## config.mk

```make
export PLATFORM = sky130hd
export DESIGN_NAME = trap_entry_ctrl
export DESIGN_NICKNAME = d
export VERILOG_FILES = /design/src/rtl/trap_pkg.sv /design/src/rtl/trap_target_sel.sv /design/src/rtl/trap_vec_calc.sv /design/src/rtl/trap_level_bank.sv /design/src/rtl/trap_entry_ctrl.sv
export SDC_FILE = /design/constraint.sdc
export NUM_CORES = 1
export LEC_CHECK = 0
export CAP_MARGIN = 20
export CORE_AREA = 2 2 171 173
export CTS_CLUSTER_SIZE = 24
export DETAILED_ROUTE_END_ITERATION = 16
export DIE_AREA = 0 0 173 175
export PLACE_DENSITY = 0.67
export SYNTH_ARGS = -nofsm -noshare
export SYNTH_HDL_FRONTEND = slang
export SYNTH_SLANG_ARGS = --single-unit
```

## constraint.sdc

```tcl
create_clock -name clk -period 5.9 [get_ports clk]
set_input_delay 1.18 -clock clk [delete_from_list [all_inputs] [get_ports clk]]
set_output_delay 1.18 -clock clk [all_outputs]
set_load 0.02 [all_outputs]
```

## src/rtl/trap_pkg.sv

```systemverilog
package trap_pkg;

    typedef enum logic [1:0] {
        PRIV_U = 2'b00,
        PRIV_S = 2'b01,
        PRIV_M = 2'b11
    } priv_e;

    // vector mode value that enables per-cause interrupt dispatch
    localparam logic [1:0] VEC_MODE_TABLE = 2'b01;

    // synchronous causes whose fault value carries the trap address
    localparam logic [15:0] ADDR_CAUSE_MASK = 16'hB0F3;

endpackage

```

## src/rtl/trap_target_sel.sv

```systemverilog
module trap_target_sel
    import trap_pkg::*;
#(
    parameter int XLEN    = 32,
    parameter int CAUSE_W = 5
) (
    input  priv_e               cur_priv,
    input  logic                is_irq,
    input  logic [CAUSE_W-1:0]  raw_cause,
    input  logic [XLEN-1:0]     fault_addr,
    input  logic [XLEN-1:0]     exc_deleg,
    input  logic [XLEN-1:0]     irq_deleg,
    output logic [CAUSE_W-1:0]  eff_cause,
    output logic                deleg_bit,
    output logic [XLEN-1:0]     tval_value
);
    localparam int NCAUSE = 1 << CAUSE_W;
    localparam logic [NCAUSE-1:0] ADDR_MASK = NCAUSE'(ADDR_CAUSE_MASK);

    logic is_ecall;
    logic carries_addr;

    always_comb begin
        is_ecall = !is_irq &&
                   (raw_cause == CAUSE_W'(8) || raw_cause == CAUSE_W'(9) ||
                    raw_cause == CAUSE_W'(11));
        // environment call renumbered by calling privilege
        eff_cause = is_ecall ? (CAUSE_W'(8) | CAUSE_W'(cur_priv)) : raw_cause;
        // mask chosen by the kind of trap
        deleg_bit = is_irq ? irq_deleg[eff_cause] : exc_deleg[eff_cause];
        carries_addr = !is_irq && ADDR_MASK[eff_cause];
        tval_value = carries_addr ? fault_addr : '0;
    end

    // an interrupt never reports an address
    always_comb begin
        if (is_irq) begin
            a_r8_irq_no_addr: assert (tval_value == '0);
        end
    end

endmodule

```

## src/rtl/trap_vec_calc.sv

```systemverilog
module trap_vec_calc
    import trap_pkg::*;
#(
    parameter int XLEN    = 32,
    parameter int CAUSE_W = 5
) (
    input  logic [XLEN-1:0]    vec_reg,
    input  logic               is_irq,
    input  logic [CAUSE_W-1:0] cause,
    output logic [XLEN-1:0]    target_pc
);
    localparam int PAD_W = XLEN - CAUSE_W - 2;

    logic [XLEN-1:0] base;
    logic [XLEN-1:0] offset;
    logic            use_table;

    always_comb begin
        base      = {vec_reg[XLEN-1:2], 2'b00};
        use_table = is_irq && (vec_reg[1:0] == VEC_MODE_TABLE);
        offset    = use_table ? {{PAD_W{1'b0}}, cause, 2'b00} : '0;
        target_pc = base + offset;
    end

    // exceptions always land on the aligned base
    always_comb begin
        if (!is_irq) begin
            a_r10_sync_base: assert (target_pc == {vec_reg[XLEN-1:2], 2'b00});
        end
    end

endmodule

```

## src/rtl/trap_level_bank.sv

```systemverilog
module trap_level_bank #(
    parameter int XLEN = 32
) (
    input  logic            clk,
    input  logic            rst_n,
    input  logic            wr_en,
    input  logic [XLEN-1:0] cause_in,
    input  logic [XLEN-1:0] epc_in,
    input  logic [XLEN-1:0] tval_in,
    output logic [XLEN-1:0] cause_q,
    output logic [XLEN-1:0] epc_q,
    output logic [XLEN-1:0] tval_q
);
    always_ff @(posedge clk or negedge rst_n) begin
        if (!rst_n) begin
            cause_q <= '0;
            epc_q   <= '0;
            tval_q  <= '0;
        end else if (wr_en) begin
            cause_q <= cause_in;
            epc_q   <= epc_in;
            tval_q  <= tval_in;
        end
    end

    // a written bank holds the presented PC afterwards
    a_r7_epc_written: assert property (@(posedge clk) disable iff (!rst_n)
        wr_en |=> epc_q == $past(epc_in));

endmodule

```

## src/rtl/trap_entry_ctrl.sv

```systemverilog
module trap_entry_ctrl
    import trap_pkg::*;
#(
    parameter int XLEN    = 32,
    parameter int CAUSE_W = 5
) (
    input  logic               clk,
    input  logic               rst_n,
    input  logic               trap_valid,
    input  logic               trap_is_irq,
    input  logic [CAUSE_W-1:0] trap_cause,
    input  logic [XLEN-1:0]    trap_addr,
    input  logic [XLEN-1:0]    trap_pc,
    input  logic [XLEN-1:0]    exc_deleg,
    input  logic [XLEN-1:0]    irq_deleg,
    input  logic [XLEN-1:0]    m_vec,
    input  logic [XLEN-1:0]    s_vec,
    input  logic               ctl_load,
    input  logic [1:0]         ctl_priv,
    input  logic               ctl_mie,
    input  logic               ctl_sie,
    output logic [1:0]         priv,
    output logic               redirect,
    output logic [XLEN-1:0]    redirect_pc,
    output logic               st_mie,
    output logic               st_sie,
    output logic               st_mpie,
    output logic               st_spie,
    output logic [1:0]         st_mpp,
    output logic               st_spp,
    output logic [XLEN-1:0]    m_cause,
    output logic [XLEN-1:0]    m_epc,
    output logic [XLEN-1:0]    m_tval,
    output logic [XLEN-1:0]    s_cause,
    output logic [XLEN-1:0]    s_epc,
    output logic [XLEN-1:0]    s_tval
);
    localparam int CAUSE_PAD = XLEN - 1 - CAUSE_W;

    priv_e              state_q, state_d;
    logic [CAUSE_W-1:0] eff_cause;
    logic               deleg_bit;
    logic [XLEN-1:0]    tval_value;
    logic [XLEN-1:0]    vec_sel;
    logic [XLEN-1:0]    vec_pc;
    logic [XLEN-1:0]    cause_word;
    logic               take_s, take_m;
    logic               load_legal;

    trap_target_sel #(.XLEN(XLEN), .CAUSE_W(CAUSE_W)) u_sel (
        .cur_priv   (state_q),
        .is_irq     (trap_is_irq),
        .raw_cause  (trap_cause),
        .fault_addr (trap_addr),
        .exc_deleg  (exc_deleg),
        .irq_deleg  (irq_deleg),
        .eff_cause  (eff_cause),
        .deleg_bit  (deleg_bit),
        .tval_value (tval_value)
    );

    // next state: privilege machine
    always_comb begin
        state_d    = state_q;
        load_legal = (ctl_priv != 2'b10);
        unique case (state_q)
            PRIV_U, PRIV_S: begin
                if (trap_valid) begin
                    state_d = deleg_bit ? PRIV_S : PRIV_M;   // TRAP_TO_SUPER / TRAP_TO_MACHINE
                end else if (ctl_load && load_legal) begin
                    state_d = priv_e'(ctl_priv);             // LOAD
                end
            end
            PRIV_M: begin
                if (trap_valid) begin
                    state_d = PRIV_M;                        // TRAP_TO_MACHINE
                end else if (ctl_load && load_legal) begin
                    state_d = priv_e'(ctl_priv);             // LOAD
                end
            end
            default: state_d = PRIV_M;
        endcase
    end

    always_comb begin
        take_s     = trap_valid && (state_d == PRIV_S);
        take_m     = trap_valid && !take_s;
        vec_sel    = take_s ? s_vec : m_vec;
        cause_word = {trap_is_irq, {CAUSE_PAD{1'b0}}, eff_cause};
    end

    trap_vec_calc #(.XLEN(XLEN), .CAUSE_W(CAUSE_W)) u_vec (
        .vec_reg   (vec_sel),
        .is_irq    (trap_is_irq),
        .cause     (eff_cause),
        .target_pc (vec_pc)
    );

    // state register
    always_ff @(posedge clk or negedge rst_n) begin
        if (!rst_n) begin
            state_q <= PRIV_M;
        end else begin
            state_q <= state_d;
        end
    end

    // output registers: status stack and redirect
    always_ff @(posedge clk or negedge rst_n) begin
        if (!rst_n) begin
            st_mie      <= 1'b0;
            st_sie      <= 1'b0;
            st_mpie     <= 1'b0;
            st_spie     <= 1'b0;
            st_mpp      <= 2'b00;
            st_spp      <= 1'b0;
            redirect    <= 1'b0;
            redirect_pc <= '0;
        end else if (trap_valid) begin
            redirect    <= 1'b1;
            redirect_pc <= vec_pc;
            if (take_s) begin
                st_spie <= st_sie;
                st_sie  <= 1'b0;
                st_spp  <= state_q[0];
            end else begin
                st_mpie <= st_mie;
                st_mie  <= 1'b0;
                st_mpp  <= state_q;
            end
        end else begin
            redirect <= 1'b0;
            if (ctl_load) begin
                st_mie <= ctl_mie;
                st_sie <= ctl_sie;
            end
        end
    end

    trap_level_bank #(.XLEN(XLEN)) u_mbank (
        .clk      (clk),
        .rst_n    (rst_n),
        .wr_en    (take_m),
        .cause_in (cause_word),
        .epc_in   (trap_pc),
        .tval_in  (tval_value),
        .cause_q  (m_cause),
        .epc_q    (m_epc),
        .tval_q   (m_tval)
    );

    trap_level_bank #(.XLEN(XLEN)) u_sbank (
        .clk      (clk),
        .rst_n    (rst_n),
        .wr_en    (take_s),
        .cause_in (cause_word),
        .epc_in   (trap_pc),
        .tval_in  (tval_value),
        .cause_q  (s_cause),
        .epc_q    (s_epc),
        .tval_q   (s_tval)
    );

    assign priv = state_q;

    a_r2_machine_holds: assert property (@(posedge clk) disable iff (!rst_n)
        (trap_valid && state_q == PRIV_M) |=> state_q == PRIV_M);

    a_r2_delegated_to_s: assert property (@(posedge clk) disable iff (!rst_n)
        (trap_valid && state_q != PRIV_M && deleg_bit) |=> state_q == PRIV_S);

    a_r4_machine_stack: assert property (@(posedge clk) disable iff (!rst_n)
        (trap_valid && (state_q == PRIV_M || !deleg_bit))
        |=> (!st_mie && st_mpie == $past(st_mie) && st_mpp == $past(state_q)
             && $stable(st_sie)));

    a_r5_super_stack: assert property (@(posedge clk) disable iff (!rst_n)
        (trap_valid && state_q != PRIV_M && deleg_bit)
        |=> (!st_sie && st_spie == $past(st_sie) && $stable(st_mie)));

    a_r11_pulse_on: assert property (@(posedge clk) disable iff (!rst_n)
        trap_valid |=> redirect);

    a_r11_pulse_off: assert property (@(posedge clk) disable iff (!rst_n)
        !trap_valid |=> !redirect);

    a_r13_legal_priv: assert property (@(posedge clk) disable iff (!rst_n)
        state_q != 2'b10);

endmodule

```

==> qor.yml <==
pwr:
  p_switching_mw: 1.47
  pwr-share-clk_pct: 28.5
  leakage_nw: 6.25
  irDropWorstVdd_v: 0.000217
  p_per_area_nw_per_um2: 301
  swShare_pct: 33.5
  pwr-share-comb_pct: 34.9
  intPower_mw: 2.92
  power_frac_seq_pct: 36.5
worst_setup_path:
  max_stage_delay_ns: 0.62
  path_max_fanout: 8
  endpoint_kind: "flip-flop"
  path_buf_inv: 4
  path_cells: "clkdlybuf4s50_1 -> nor2b_1 -> nor3_4 -> nor2_4 -> mux4_2 -> o211ai_1 -> a221oi_2 -> a31oi_4 -> buf_6 -> buf_4 -> mux2_2 -> ha_1 -> a21oi_2 -> o21bai_4 -> a21oi_4 -> buf_4 -> nor3b_4 -> nand3_1 -> xnor2_1 -> nor2_1 -> a21oi_1 -> mux2_2"
  required_ns: 6.22
  crit_arrival_ns: 5.96
  crit_family: "multiplexers"
  worstSetupStartpointType: "input pin"
  cp_slowest_cell: "clkdlybuf4s50_1"
  path_class: "input pin to flip-flop"
timing:
  setup_violations: 0
  hold_viol: 0
  slew_viol_final: 0
  slew_headroom_pct: 35.1
  holdWs_ns: 0.479
  max_freq_ghz: 0.177
  min_period_over_period_pct: 95.6
  fin_tns_setup_ns: 0
  fin_crit_ns: 5.64
  tightestPinTransition_ns: 0.973
  clock_skew_ns: 0.0227
route:
  via_count: 8144
  ant_nets: 0
  drt_iter0_drc: 434
  vias_per_cell: 4.73
  firstDrtPassIters: 4
  wl_per_cell_um: 17.4
  wirelength_um: 30000
  route.detailed.drc: 0
final_layout:
  fin_cells: 1722
  antennaDiodeCount: 0
  final_net_count: 1537
  filler_cell_count: 2593
  area_growth_pct: 56.0
  drive_above_1_share_pct: 16.6
  fin_util_pct: 51.3
  finalInstanceArea_um2: 14600
logic_synthesis:
  synth.most_common_cell: "dfrtp_1"
  synth_cells: 902
  ys_warn_count: 0
  synth_edf_count: 0
  yosys.area.top_type: "dfrtp_1"
  syn_area_um2: 9340
  synthTopCellsByArea: "dfrtp_1 (48%), mux2_2 (10%), nand2_1 (6.5%)"
  synth_cell_types: 68
  avgSynthCellArea_um2: 10.4
  synthTopCellsByCount: "dfrtp_1 (178), nand2_1 (162), o21ai_0 (95)"
  synth_seq_area_share_pct: 48.2
  synth-main-ff-cell: "dfrtp_1"
  synth-async-reset-ratio_pct: 100
  ys_seq_elements: 180
  synth_top_area_share_pct: 47.7
global_route:
  grt_pass1_vias: 8084
  grt_pass1_wl_um: 46200
  grt-ovfl-total: 0
  grt_max_degree: 102
  grt_usage_pct: 19.4
  antenna_found_initial: 0
floorplan:
  rows: 62
  start_util_pct: 32.9
  die_w_um: 173
  core_um2: 28400
  die_area_um2: 30300
  io_pins: 440
  die_y_um: 175
cts:
  cts_made_buffers: 17
  cts_root_buf: "clkbuf_16"
  cts_max_level: 4
  cts_hold_buf: 0
  clock_path_buffers: 2
  cts_sinks: 180
  cts_tree: "built"
  clk_latency_ns: 0.44
  clk_pin_slew_ns: 0.08
placed_design:
  dpl_cell_area_um2: 13800
  dp_hpwl_um: 23000
  placedCellCount: 1685
  gp_congestion: 0.883
  portBuffers: 385
hold_path:
  min_path_type: "flip-flop to flip-flop"
run:
  maxCapViolCount: 0
run_status:
  status: "completed"
-- tightest hold or removal path: stages (launching register included) --
cell and delay [ns]:
dfrtp_1 0.34, nand2_1 0.05, o21ai_0 0.06
-- registers in the layout, indices dropped and copies added, names as in the netlist --
signal and count:
priv 2, redirect 1, redirect_pc 30, st_mie 1, st_mpie 1, st_mpp 2, st_sie 1, st_spie 1
st_spp 1, u_mbank.cause_q 6, u_mbank.epc_q 32, u_mbank.tval_q 32, u_sbank.cause_q 6, u_sbank.epc_q 32, u_sbank.tval_q 32
-- worst paths after layout --
path | from | endpoint | slack [ns] | depth (start not counted)
worst max-delay path | trap_cause[1] | redirect_pc[26] | 0.26 | 22
worst min-delay path | u_sbank.tval_q[26] | u_sbank.tval_q[26] | 0.48 | 2
worst max register to register | priv[0] | redirect_pc[26] | 1.21 | 21
worst min register to register | u_sbank.tval_q[26] | u_sbank.tval_q[26] | 0.48 | 2
max in group asynchronous | rst_n | u_mbank.tval_q[14] | 3.89 | 2
min in group asynchronous | rst_n | u_mbank.epc_q[5] | 0.85 | 1
-- layout make-up --
class,instances,area [um2],share of cell area [%]
Sequential cell,180,4510,30.9
Multi-Input combinational cell,661,4460,30.6
Timing Repair Buffer,454,4430,30.4
Tap cell,384,480,3.30
Clock buffer,17,425,2.92
Clock inverter,15,229,1.57
Inverter,11,41.3,0.283
-- cells in the final DEF, fill, tap and decap left out, drive strengths merged, types with 3 or more instances in the layout --
cell / instances
a211o: 3
a211oi: 5
a21o: 3
a21oi: 26
a221oi: 3
a31oi: 3
and2: 4
and3: 13
and4: 4
buf: 70
clkbuf: 18
clkdlybuf4s50: 379
clkinv: 5
conb: 54
dfrtp: 178
dlymetal6s2s: 4
ha: 5
inv: 19
mux2: 98
mux2i: 31
nand2: 163
nand2b: 5
nand3: 15
nand4: 14
nor2: 31
o211ai: 3
o21ai: 96
xnor2: 17
xor2: 25
-- power groups by stage --
stage | combinational [mW] | clock [mW] | sequential [mW]
2_1_floorplan | 0.425 | 0 | 1.92
3_3_place_gp | 1.52 | 0 | 1.62
3_5_place_dp | 1.54 | 0 | 1.63
4_1_cts | 1.54 | 1.30 | 1.60
5_1_grt | 1.62 | 1.34 | 1.63
6_report | 1.53 | 1.25 | 1.60
-- layer usage --
layer | part of all wire, % | routed length (um) | GRT usage (%)
met1 | 43 | 13000 | 25.4
met2 | 49 | 14800 | 32.6
met3 | 5.2 | 1560 | 3.55
met4 | 2.1 | 627 | 5.86
met5 | 0 | 0 | 0
-- stage by stage --
stage,power [mW],worst slack [ns]
floorplan,2.35,-0.0206
global placement,3.14,-0.307
detailed placement,3.16,-0.397
CTS,4.44,0.0671
global route,4.59,-0.00469
finish,4.39,0.261
-- cells by family after synthesis --
kind of cell / after synthesis / synth area share, %
AOI/OAI and AO/OA: 168 / 11.1
xor gates and xnor gates: 42 / 3.94
and+or+nand+nor: 260 / 12.5
DFF: 180 / 48.2
muxes: 131 / 15.6
adders and majority gates: 6 / 0.884
other: 1 / 0.0401
buffers and inverters: 114 / 7.59
-- what timing repair did --
action                                  CTS  global route
endpoints found under the setup margin    0            21
endpoints found under the hold margin     0             0
resized for setup                         0            19
buffers inserted                          0             5
No activity file was read; power rests on OpenSTA's default activity.
